`src/rtl/div_iter_pkg.sv`:
```
package div_iter_pkg;

  typedef enum logic [1:0] {
    ST_IDLE = 2'd0,
    ST_RUN  = 2'd1,
    ST_FIX  = 2'd2
  } dstate_e;

  typedef struct packed {
    logic neg;
    logic zero;
    logic ovf;
    logic carry;
  } ccr_t;

endpackage

```
`src/rtl/div_restore_step.sv`:
```
module div_restore_step #(
  parameter int W = 32
) (
  input  logic [W-1:0] part_i,
  input  logic [W-1:0] shreg_i,
  input  logic [W-1:0] dvs_i,
  output logic [W-1:0] part_o,
  output logic [W-1:0] shreg_o
);
  logic [W:0] shifted;
  logic [W:0] trial;
  logic       fits;

  always_comb begin
    shifted = {part_i, shreg_i[W-1]};
    trial   = shifted - {1'b0, dvs_i};
    fits    = ~trial[W];
    part_o  = fits ? trial[W-1:0] : shifted[W-1:0];
    shreg_o = {shreg_i[W-2:0], fits};
  end
endmodule

```
`src/rtl/div_sign_fix.sv`:
```
module div_sign_fix #(
  parameter int W = 32
) (
  input  logic [W-1:0] mag_quo_i,
  input  logic [W-1:0] mag_rem_i,
  input  logic         neg_quo_i,
  input  logic         neg_rem_i,
  output logic [W-1:0] quo_o,
  output logic [W-1:0] rem_o
);
  always_comb begin
    quo_o = neg_quo_i ? (~mag_quo_i + 1'b1) : mag_quo_i;
    rem_o = neg_rem_i ? (~mag_rem_i + 1'b1) : mag_rem_i;
  end
endmodule

```
`src/rtl/div_flag_gen.sv`:
```
module div_flag_gen
  import div_iter_pkg::*;
#(
  parameter int W    = 32,
  parameter int HALF = 16
) (
  input  logic [W-1:0] quo_i,
  input  logic         sgn_i,
  input  logic         word_i,
  output ccr_t         ccr_o
);
  logic [W-1:0] sext_low;
  logic         ovf_s;
  logic         ovf_u;

  always_comb begin
    sext_low    = {{(W-HALF){quo_i[HALF-1]}}, quo_i[HALF-1:0]};
    ovf_s       = (quo_i != sext_low);
    ovf_u       = |quo_i[W-1:HALF];
    ccr_o.carry = 1'b0;
    ccr_o.ovf   = word_i & (sgn_i ? ovf_s : ovf_u);
    ccr_o.zero  = (quo_i == '0);
    ccr_o.neg   = (quo_i != '0) & quo_i[W-1];
  end
endmodule

```
`src/rtl/div_iter_unit.sv`:
```
module div_iter_unit
  import div_iter_pkg::*;
#(
  parameter int W    = 32,
  parameter int HALF = W / 2
) (
  input  logic         clk,
  input  logic         rst_n,
  input  logic         start_i,
  input  logic         signed_i,
  input  logic         word_i,
  input  logic [W-1:0] dividend_i,
  input  logic [W-1:0] divisor_i,
  output logic         busy_o,
  output logic         done_o,
  output logic         dz_trap_o,
  output logic [W-1:0] quot_o,
  output logic [W-1:0] rem_o,
  output logic [3:0]   flags_o
);
  localparam int CW = $clog2(W);
  localparam logic [CW-1:0] LAST = CW'(W - 1);

  dstate_e       state_q, state_d;
  logic [CW-1:0] cnt_q, cnt_d;
  logic [W-1:0]  part_q, part_d;
  logic [W-1:0]  shreg_q, shreg_d;
  logic [W-1:0]  dvs_q, dvs_d;
  logic          negq_q, negq_d;
  logic          negr_q, negr_d;
  logic          sgn_q, sgn_d;
  logic          word_q, word_d;
  logic [W-1:0]  quot_q, quot_d;
  logic [W-1:0]  remo_q, remo_d;
  ccr_t          ccr_q, ccr_d;
  logic          done_q, done_d;
  logic          trap_q, trap_d;

  logic [W-1:0]  part_nx, shreg_nx;
  logic [W-1:0]  fix_in_q, fix_in_r;
  logic [W-1:0]  fin_quo, fin_rem;
  ccr_t          fin_ccr;
  logic [W-1:0]  a_mag, b_mag;

  div_restore_step #(.W(W)) u_step (
    .part_i (part_q),
    .shreg_i(shreg_q),
    .dvs_i  (dvs_q),
    .part_o (part_nx),
    .shreg_o(shreg_nx)
  );

  assign fix_in_q = (state_q == ST_FIX) ? shreg_q : shreg_nx;
  assign fix_in_r = (state_q == ST_FIX) ? part_q  : part_nx;

  div_sign_fix #(.W(W)) u_fix (
    .mag_quo_i(fix_in_q),
    .mag_rem_i(fix_in_r),
    .neg_quo_i(negq_q),
    .neg_rem_i(negr_q),
    .quo_o    (fin_quo),
    .rem_o    (fin_rem)
  );

  div_flag_gen #(.W(W), .HALF(HALF)) u_flags (
    .quo_i (fin_quo),
    .sgn_i (sgn_q),
    .word_i(word_q),
    .ccr_o (fin_ccr)
  );

  always_comb begin
    a_mag = (signed_i && dividend_i[W-1]) ? (~dividend_i + 1'b1) : dividend_i;
    b_mag = (signed_i && divisor_i[W-1])  ? (~divisor_i + 1'b1)  : divisor_i;
  end

  always_comb begin
    state_d = state_q;
    cnt_d   = cnt_q;
    part_d  = part_q;
    shreg_d = shreg_q;
    dvs_d   = dvs_q;
    negq_d  = negq_q;
    negr_d  = negr_q;
    sgn_d   = sgn_q;
    word_d  = word_q;
    quot_d  = quot_q;
    remo_d  = remo_q;
    ccr_d   = ccr_q;
    done_d  = 1'b0;
    trap_d  = 1'b0;
    unique case (state_q)
      ST_IDLE: begin
        if (start_i) begin
          if (divisor_i == '0) begin
            trap_d = 1'b1;
          end else begin
            state_d = ST_RUN;
            cnt_d   = '0;
            part_d  = '0;
            shreg_d = a_mag;
            dvs_d   = b_mag;
            sgn_d   = signed_i;
            word_d  = word_i;
            negq_d  = signed_i & (dividend_i[W-1] ^ divisor_i[W-1]);
            negr_d  = signed_i & dividend_i[W-1];
          end
        end
      end
      ST_RUN: begin
        part_d  = part_nx;
        shreg_d = shreg_nx;
        cnt_d   = cnt_q + 1'b1;
        if (cnt_q == LAST) begin
          if (sgn_q) begin
            state_d = ST_FIX;
          end else begin
            state_d = ST_IDLE;
            quot_d  = fin_quo;
            remo_d  = fin_rem;
            ccr_d   = fin_ccr;
            done_d  = 1'b1;
          end
        end
      end
      ST_FIX: begin
        state_d = ST_IDLE;
        quot_d  = fin_quo;
        remo_d  = fin_rem;
        ccr_d   = fin_ccr;
        done_d  = 1'b1;
      end
      default: state_d = ST_IDLE;
    endcase
  end

  always_ff @(posedge clk or negedge rst_n) begin
    if (!rst_n) begin
      state_q <= ST_IDLE;
      cnt_q   <= '0;
      part_q  <= '0;
      shreg_q <= '0;
      dvs_q   <= '0;
      negq_q  <= 1'b0;
      negr_q  <= 1'b0;
      sgn_q   <= 1'b0;
      word_q  <= 1'b0;
      quot_q  <= '0;
      remo_q  <= '0;
      ccr_q   <= '0;
      done_q  <= 1'b0;
      trap_q  <= 1'b0;
    end else begin
      state_q <= state_d;
      cnt_q   <= cnt_d;
      part_q  <= part_d;
      shreg_q <= shreg_d;
      dvs_q   <= dvs_d;
      negq_q  <= negq_d;
      negr_q  <= negr_d;
      sgn_q   <= sgn_d;
      word_q  <= word_d;
      quot_q  <= quot_d;
      remo_q  <= remo_d;
      ccr_q   <= ccr_d;
      done_q  <= done_d;
      trap_q  <= trap_d;
    end
  end

  assign busy_o    = (state_q != ST_IDLE);
  assign done_o    = done_q;
  assign dz_trap_o = trap_q;
  assign quot_o    = quot_q;
  assign rem_o     = remo_q;
  assign flags_o   = ccr_q;

  // a trap leaves every result output untouched and never overlaps a run
  p_trap_hold_r1: assert property (@(posedge clk) disable iff (!rst_n)
    dz_trap_o |-> ($stable(quot_o) && $stable(rem_o) && $stable(flags_o) && !busy_o));

  // long mode never reports overflow
  p_long_no_ovf_r3: assert property (@(posedge clk) disable iff (!rst_n)
    (done_o && !word_q) |-> !flags_o[1]);

  // zero and negative are exclusive and carry stays clear
  p_zn_excl_r5: assert property (@(posedge clk) disable iff (!rst_n)
    done_o |-> (!(flags_o[2] && flags_o[3]) && !flags_o[0]));

  // completion is a single-cycle pulse
  p_done_pulse_r8: assert property (@(posedge clk) disable iff (!rst_n)
    done_o |=> !done_o);

  // a run ends only with completion
  p_busy_ends_done_r8: assert property (@(posedge clk) disable iff (!rst_n)
    (busy_o && !done_o) |=> (busy_o || done_o));

  // no trap can arise while a division is in progress
  p_no_trap_busy_r9: assert property (@(posedge clk) disable iff (!rst_n)
    busy_o |=> !dz_trap_o);

  // results change only on completion
  p_quot_stable_r8: assert property (@(posedge clk) disable iff (!rst_n)
    !done_o |-> $stable(quot_o));
endmodule

```
`config.mk`:
```
export PLATFORM = sky130hd
export DESIGN_NAME = div_iter_unit
export DESIGN_NICKNAME = d
export VERILOG_FILES = /design/src/rtl/div_iter_pkg.sv /design/src/rtl/div_restore_step.sv /design/src/rtl/div_sign_fix.sv /design/src/rtl/div_flag_gen.sv /design/src/rtl/div_iter_unit.sv
export SDC_FILE = /design/constraint.sdc
export NUM_CORES = 1
export LEC_CHECK = 0
export BUFFER_PORTS_ARGS = -buffer_cell sky130_fd_sc_hd__buf_2
export CORE_MARGIN = 2
export CORE_UTILIZATION = 55
export DETAILED_ROUTE_END_ITERATION = 16
export PLACE_DENSITY = 0.79
export SLEW_MARGIN = 10
export SYNTH_ARGS = -nofsm -noshare
export SYNTH_HDL_FRONTEND = slang
export SYNTH_HIERARCHICAL = 1
export SYNTH_SLANG_ARGS = --single-unit
```
`constraint.sdc`:
```
create_clock -name clk -period 5.28 [get_ports clk]
set_input_delay 0.528 -clock clk [delete_from_list [all_inputs] [get_ports clk]]
set_output_delay 0.528 -clock clk [all_outputs]
set_load 0.005 [all_outputs]
```
**Word level (Yosys, flattened, before mapping)**

Index checks and enable logic that the tools add are counted.

- Register bits after elaboration: 177
- Input bits: 69
- Output and inout port bits: 71
- Word-level logic and storage cells: 93

- $add $sub $neg: 6
- Eq/ne operators: 8
- Mux-type cells: 37
- Bitwise gates (word level): 11
- Reductions and logical operators: 14

Operators with widths:

| kind | count |
|---|---|
| 32-bit two-way mux | 15 |
| 32-bit one-hot mux with 2 select lines | 4 |
| 32-bit by 1-bit adder with 32-bit output (second input constant) | 4 |
| 32-bit inverter | 4 |
| 32-bit zero test | 2 |
| 33-bit by 32-bit subtractor with 33-bit output | 1 |
| 32-bit nonzero test | 1 |
| 16-bit inequality test | 1 |
| 16-bit OR reduction | 1 |
| 3-bit AND reduction | 4 |
| 5-bit two-way mux | 2 |
| 5-bit one-hot mux with 2 select lines | 1 |
| 2-bit two-way mux | 4 |
| 4-bit two-way mux | 2 |
| 2-bit inequality test (second input constant) | 4 |
| 4-bit one-hot mux with 2 select lines | 1 |
| 1-bit two-way mux | 6 |
| 2-bit nonzero test | 3 |
| 5-bit by 1-bit adder with 5-bit output (second input constant) | 1 |
| 5-bit == test (second input constant) | 1 |
| 1-bit bitwise AND | 4 |
| 2-bit one-hot mux with 2 select lines | 1 |
| 2-bit by 1-bit == test with 1-bit output (second input constant) | 1 |
| 2-bit == test (second input constant) | 1 |
| 5 further kinds | 7 |

**Depth between registers and ports, before layout**

- Word-level depth: 12
- Mapped depth: 26
- Mapped depth without buffers: 23

**Modules after synthesis**

The synthesis kept the hierarchy.

Modules (own cells, without submodules):

| module | times used | cells each | area an instance (um^2) | sequential area each (um^2) |
|---|---|---|---|---|
| div_iter_unit | 1 | 814 | 8986.1 | 4429.2 |
| div_restore_step | 1 | 337 | 2598.7 | 0.0 |
| div_sign_fix | 1 | 189 | 1452.6 | 0.0 |
| div_flag_gen | 1 | 23 | 142.6 | 0.0 |

**Least setup slack after synthesis**

Ideal clock, no wire load.

- Path type: reg2reg
- Start point: register shreg_q[31]
- End point: register remo_q[22] (netlist: rem_o[22])
- Setup time: 0.125 ns
- Arrival: 5.174 ns
- Data required time: 5.155 ns
- Path slack: -0.019 ns
- Stages on the path, launching flop included: 23
- Buffers on the path: 3
- Period minus slack after synthesis: 5.299 ns
- Path through: dfrtp_1 > inv_1 > ha_1 > fa_1 > and2b_1 > o2111ai_2 > a21oi_2 > o2111ai_1 > a211oi_2 > nor2_4 > mux2i_4 > and2_4 > buf_12 > inv_8 > buf_12 > mux2_4 > mux2_2 > or4_4 > or4_4 > buf_6 > o41ai_2 > xnor2_1 > mux2_2

- Word-level cells in the longest chain between the ends: 9

RTL lines:

| element | RTL line | RTL |
|---|---|---|
| start, declared | div_iter_unit.sv:27 | `logic [W-1:0] shreg_q, shreg_d;` |
| start signal, assigned | div_iter_unit.sv:157 | `shreg_q <= shreg_d;` |
| 33-bit by 32-bit subtractor with 33-bit output (*) | div_restore_step.sv:16 | `trial = shifted - {1'b0, dvs_i};` |
| 32-bit two-way mux (*) | div_restore_step.sv:18 | `part_o = fits ? trial[W-1:0] : shifted[W-1:0];` |
| net part_nx[16] | div_iter_unit.sv:39 | `logic [W-1:0] part_nx, shreg_nx;` |
| 32-bit two-way mux (*) | div_iter_unit.sv:54 | `assign fix_in_r = (state_q == ST_FIX) ? part_q : part_nx;` |
| net fix_in_r[16] | div_iter_unit.sv:40 | `logic [W-1:0] fix_in_q, fix_in_r;` |
| 32-bit inverter (*) | div_sign_fix.sv:13 | `rem_o = neg_rem_i ? (~mag_rem_i + 1'b1) : mag_rem_i;` |
| 32-bit by 1-bit adder with 32-bit output (*) | div_sign_fix.sv:13 |  |
| 32-bit two-way mux (*) | div_sign_fix.sv:13 |  |
| net fin_rem[22] | div_iter_unit.sv:41 | `logic [W-1:0] fin_quo, fin_rem;` |
| 32-bit two-way mux | div_iter_unit.sv:115 | `if (sgn_q) begin` |
| 32-bit two-way mux | div_iter_unit.sv:114 | `if (cnt_q == LAST) begin` |
| 32-bit one-hot mux with 2 select lines (*) | div_iter_unit.sv:92 | `unique case (state_q)` |
| end signal, assigned | div_iter_unit.sv:164 | `remo_q <= remo_d;` |
| end, declared | div_iter_unit.sv:34 | `logic [W-1:0] remo_q, remo_d;` |

Mark *: on every way through the listed nets, which the timed path passes. The rest lies on a longest branch. The select of a mux whose other input is x is not followed.
A chain may end at the register's enable or synchronous reset.

**Final worst setup path**

- Start point: register part_q[16]
- End point: register remo_q[30] (netlist: rem_o[30])

- Word-level cells in the longest chain between the ends: 9

RTL lines:

| element | RTL line | RTL |
|---|---|---|
| start, declared | div_iter_unit.sv:26 | `logic [W-1:0] part_q, part_d;` |
| start signal, assigned | div_iter_unit.sv:156 | `part_q <= part_d;` |
| 33-bit by 32-bit subtractor with 33-bit output (*) | div_restore_step.sv:16 |  |
| 32-bit two-way mux (*) | div_restore_step.sv:18 |  |
| net part_nx[16] | div_iter_unit.sv:39 |  |
| 32-bit two-way mux (*) | div_iter_unit.sv:54 |  |
| net fix_in_r[16] | div_iter_unit.sv:40 |  |
| 32-bit inverter (*) | div_sign_fix.sv:13 |  |
| 32-bit by 1-bit adder with 32-bit output (*) | div_sign_fix.sv:13 |  |
| 32-bit two-way mux (*) | div_sign_fix.sv:13 |  |
| net fin_rem[30] | div_iter_unit.sv:41 |  |
| 32-bit two-way mux | div_iter_unit.sv:115 |  |
| 32-bit two-way mux | div_iter_unit.sv:114 |  |
| 32-bit one-hot mux with 2 select lines (*) | div_iter_unit.sv:92 |  |

Marks and branches as above.

==> out/results.ini <==
[finish]
mostFrequentLayoutCells = dfrtp_1, mux2_2, buf_2
nNetsFinal = 1574
diodes = 0
layout-drive-gt1-share_pct = 30.3
syn_to_final_growth_pct = 12.7
layout_commonest_cell = dfrtp_1

[logic_synthesis]
async_flop_share_pct = 100
synth-edff-count = 0
ys_seq_area_share_pct = 33.6
syn-num-nets = 1474
synth_cell_type_count = 85
syn_avg_cell_area_um2 = 9.67
ys_seq_elements = 177
syn_area_um2 = 13200
netlist_instances = 1363
synth_flop_cell = dfrtp_1
ys_warn_count = 6

[detailed_routing]
first_pass_iters = 5
drc_errors = 0
wl_mm = 34.8
ant_nets = 0
vias = 10900
drt_iter0_drc = 797
wl_per_cell_um = 19.4
viasPerCell = 6.10

[setup_path]
cp-start-kind = flop
crit_path_max_fanout = 7
cp_slowest_cell = or4_4
worstPathArrival_ns = 5.59
cp-end-kind = flop
critPathKind = reg2reg
required_ns = 5.61
cpPeakStageDelay_ns = 0.61
cp_cell_sequence = ha_1 > and3_2 > and3_1 > a221o_1 > a21oi_2 > a211oi_2 > nor2_4 > mux2i_4 > and2_4 > clkinv_8 > mux2_4 > mux2_2 > or4_4 > or4_4 > buf_12 > o41ai_4 > xnor2_1 > mux2_2

[global_routing]
grt_use_total_pct = 26.4
grt_overflow_total = 0
grt_pass1_wl_mm = 54.4
grt_max_degree = 82
grt_antenna_before_repair = 0
grt_pass1_vias = 10700

[timing]
fmax_ghz = 0.190
tns_ns = 0
min_period_over_period_pct = 99.7
timing.final.crit_period_ns = 5.26
slew_headroom_pct = 3.85
maxSlewViolCount = 0
skew_ns = 0.0157
rsz0062_at_grt = true
worst_slew_pin_slew_ns = 1.44
final_hold_viol_count = 0
finalSetupViolations = 0

[place]
io_buffers = 139
gp_congestion = 0.912
post-dp-hpwl_mm = 24.6

[die]
die-area_um2 = 25200
die_h_um = 159
io_pins = 140
placementRows = 56
die_w_um = 159
core_region_area_um2 = 23500
initial_core_util_pct = 56.2

[clock_network]
clock_path_buffers = 2
clk_pin_slew_ns = 0.08
cts_tree = yes
clock-sinks = 177
clk_latency_ns = 0.44
cts-hold-fix-buffers = 0
cts_buffers = 17
clockRootBuffer = clkbuf_16
htreeDepth = 4

[outcome]
status = completed

[job]
maxCapViolations = 0

[worst_hold_path]
hold_path_class = in2async

-- sequential cells by signal, summed over array words and instances, names as in the netlist, 2 cells and up --
name     flops
rem_o       32
dvs_q       32
quot_o      32
cnt_q        5
part_q      32
state_q      2
flags_o      4
shreg_q     32
-- layer usage --
metal  vias to the layer above  part of all wire, %  track usage, %
li1                       5128                    -               -
met1                      5350                   41            32.3
met2                       373                   51            46.1
met3                        95                  4.1            3.24
met4                         0                  4.2            13.1
met5                         -                    0               0
-- cell type report --
| cell class | count | area [um^2] |
|---|---|---|
| Inverter | 53 | 211 |
| Sequential cell | 177 | 4430 |
| Timing Repair Buffer | 183 | 1060 |
| Timing Repair inverter | 1 | 8.76 |
| Multi-Input combinational cell | 1030 | 8170 |
| Clock buffer | 17 | 425 |
| Tap cell | 319 | 399 |
| Fill cell | 1901 | 8620 |
| Clock inverter | 15 | 144 |
-- synth_stat cells, types with 16 or more instances --
master | number | area, um^2
dfrtp_1 | 177 | 4430
nand4_1 | 18 | 113
a31oi_1 | 17 | 106
mux2_2 | 146 | 1640
nand2_1 | 111 | 417
xor2_1 | 47 | 412
nor2_1 | 47 | 176
a21oi_1 | 51 | 255
mux2_4 | 19 | 285
nand3_1 | 24 | 120
a22o_1 | 34 | 298
clkbuf_1 | 36 | 135
ha_1 | 41 | 513
nor3_1 | 23 | 115
inv_1 | 52 | 195
o41ai_1 | 16 | 140
xnor2_1 | 96 | 841
mux2i_1 | 18 | 180
buf_4 | 39 | 293
a21o_1 | 18 | 135
o31ai_1 | 30 | 225
o21ai_0 | 98 | 490
nor4_1 | 16 | 100
-- final timing paths --
path	startpoint	end	slack, ns	cells after the start
setup / recovery	part_q[16]	rem_o[30]	0.02	18
hold reg to reg	dvs_q[10]	dvs_q[10]	0.48	2
max in group asynchronous	rst_n	quot_o[14]	3.95	2
setup reg to reg	part_q[16]	rem_o[30]	0.02	18
hold / removal	rst_n	dvs_q[6]	0.12	1
min in group clk	word_i	word_q	0.32	2
-- through the flow --
| step | hold slack [ns] | setup WS [ns] | instance area (um^2) | instances | utilization (%) |
|---|---|---|---|---|---|
| after detailed placement | 0.470 | -0.164 | 13900 | 1745 | 59.1 |
| after CTS | 0.168 | -0.0237 | 14500 | 1777 | 61.7 |
| after floorplan | 0.232 | 0.0168 | 13200 | 1363 | - |
| after global placement | 0.465 | -0.0337 | 13900 | 1745 | 59.1 |
| after global routing | 0.189 | -0.157 | 14900 | 1795 | 63.3 |
| final | 0.120 | 0.0183 | 14900 | 1795 | 63.3 |
-- what timing repair did --
item                                    in CTS  in global routing
gates cloned                                 0                  2
gates resized for setup                      5                 39
endpoints found under the setup margin      17                 20
pin swaps                                    2                 22
setup buffers                                0                 16
-- worst max-delay path: cells and delay by family (launching register included) --
kind | cells | cell delay [ns]
AO/OA/AOI/OAI | 4 | 0.88
XOR/XNOR | 1 | 0.11
adder cells (fa/ha/maj) | 1 | 0.39
buffers and inverters | 2 | 0.25
flip-flops | 1 | 0.43
multiplexers | 4 | 1.12
AND/OR/NAND/NOR | 6 | 1.95
-- cell families (layout without fill, tap and decap cells) --
logic type | Yosys count | in the layout | synth area share (%)
muxes | 184 | 184 | 16.2
and+or+nand+nor | 326 | 327 | 12.9
DFF | 177 | 177 | 33.6
xor gates and xnor gates | 143 | 143 | 9.50
AOI/OAI and AO/OA | 333 | 333 | 17.3
buffers and inverters | 157 | 269 | 6.45
adders and majority gates | 42 | 42 | 4.04
other | 1 | 1 | 0.0285
Power is left out: the tool's default activity adds up to more than one toggle a clock period on the data nets, which glitch-free logic cannot reach.
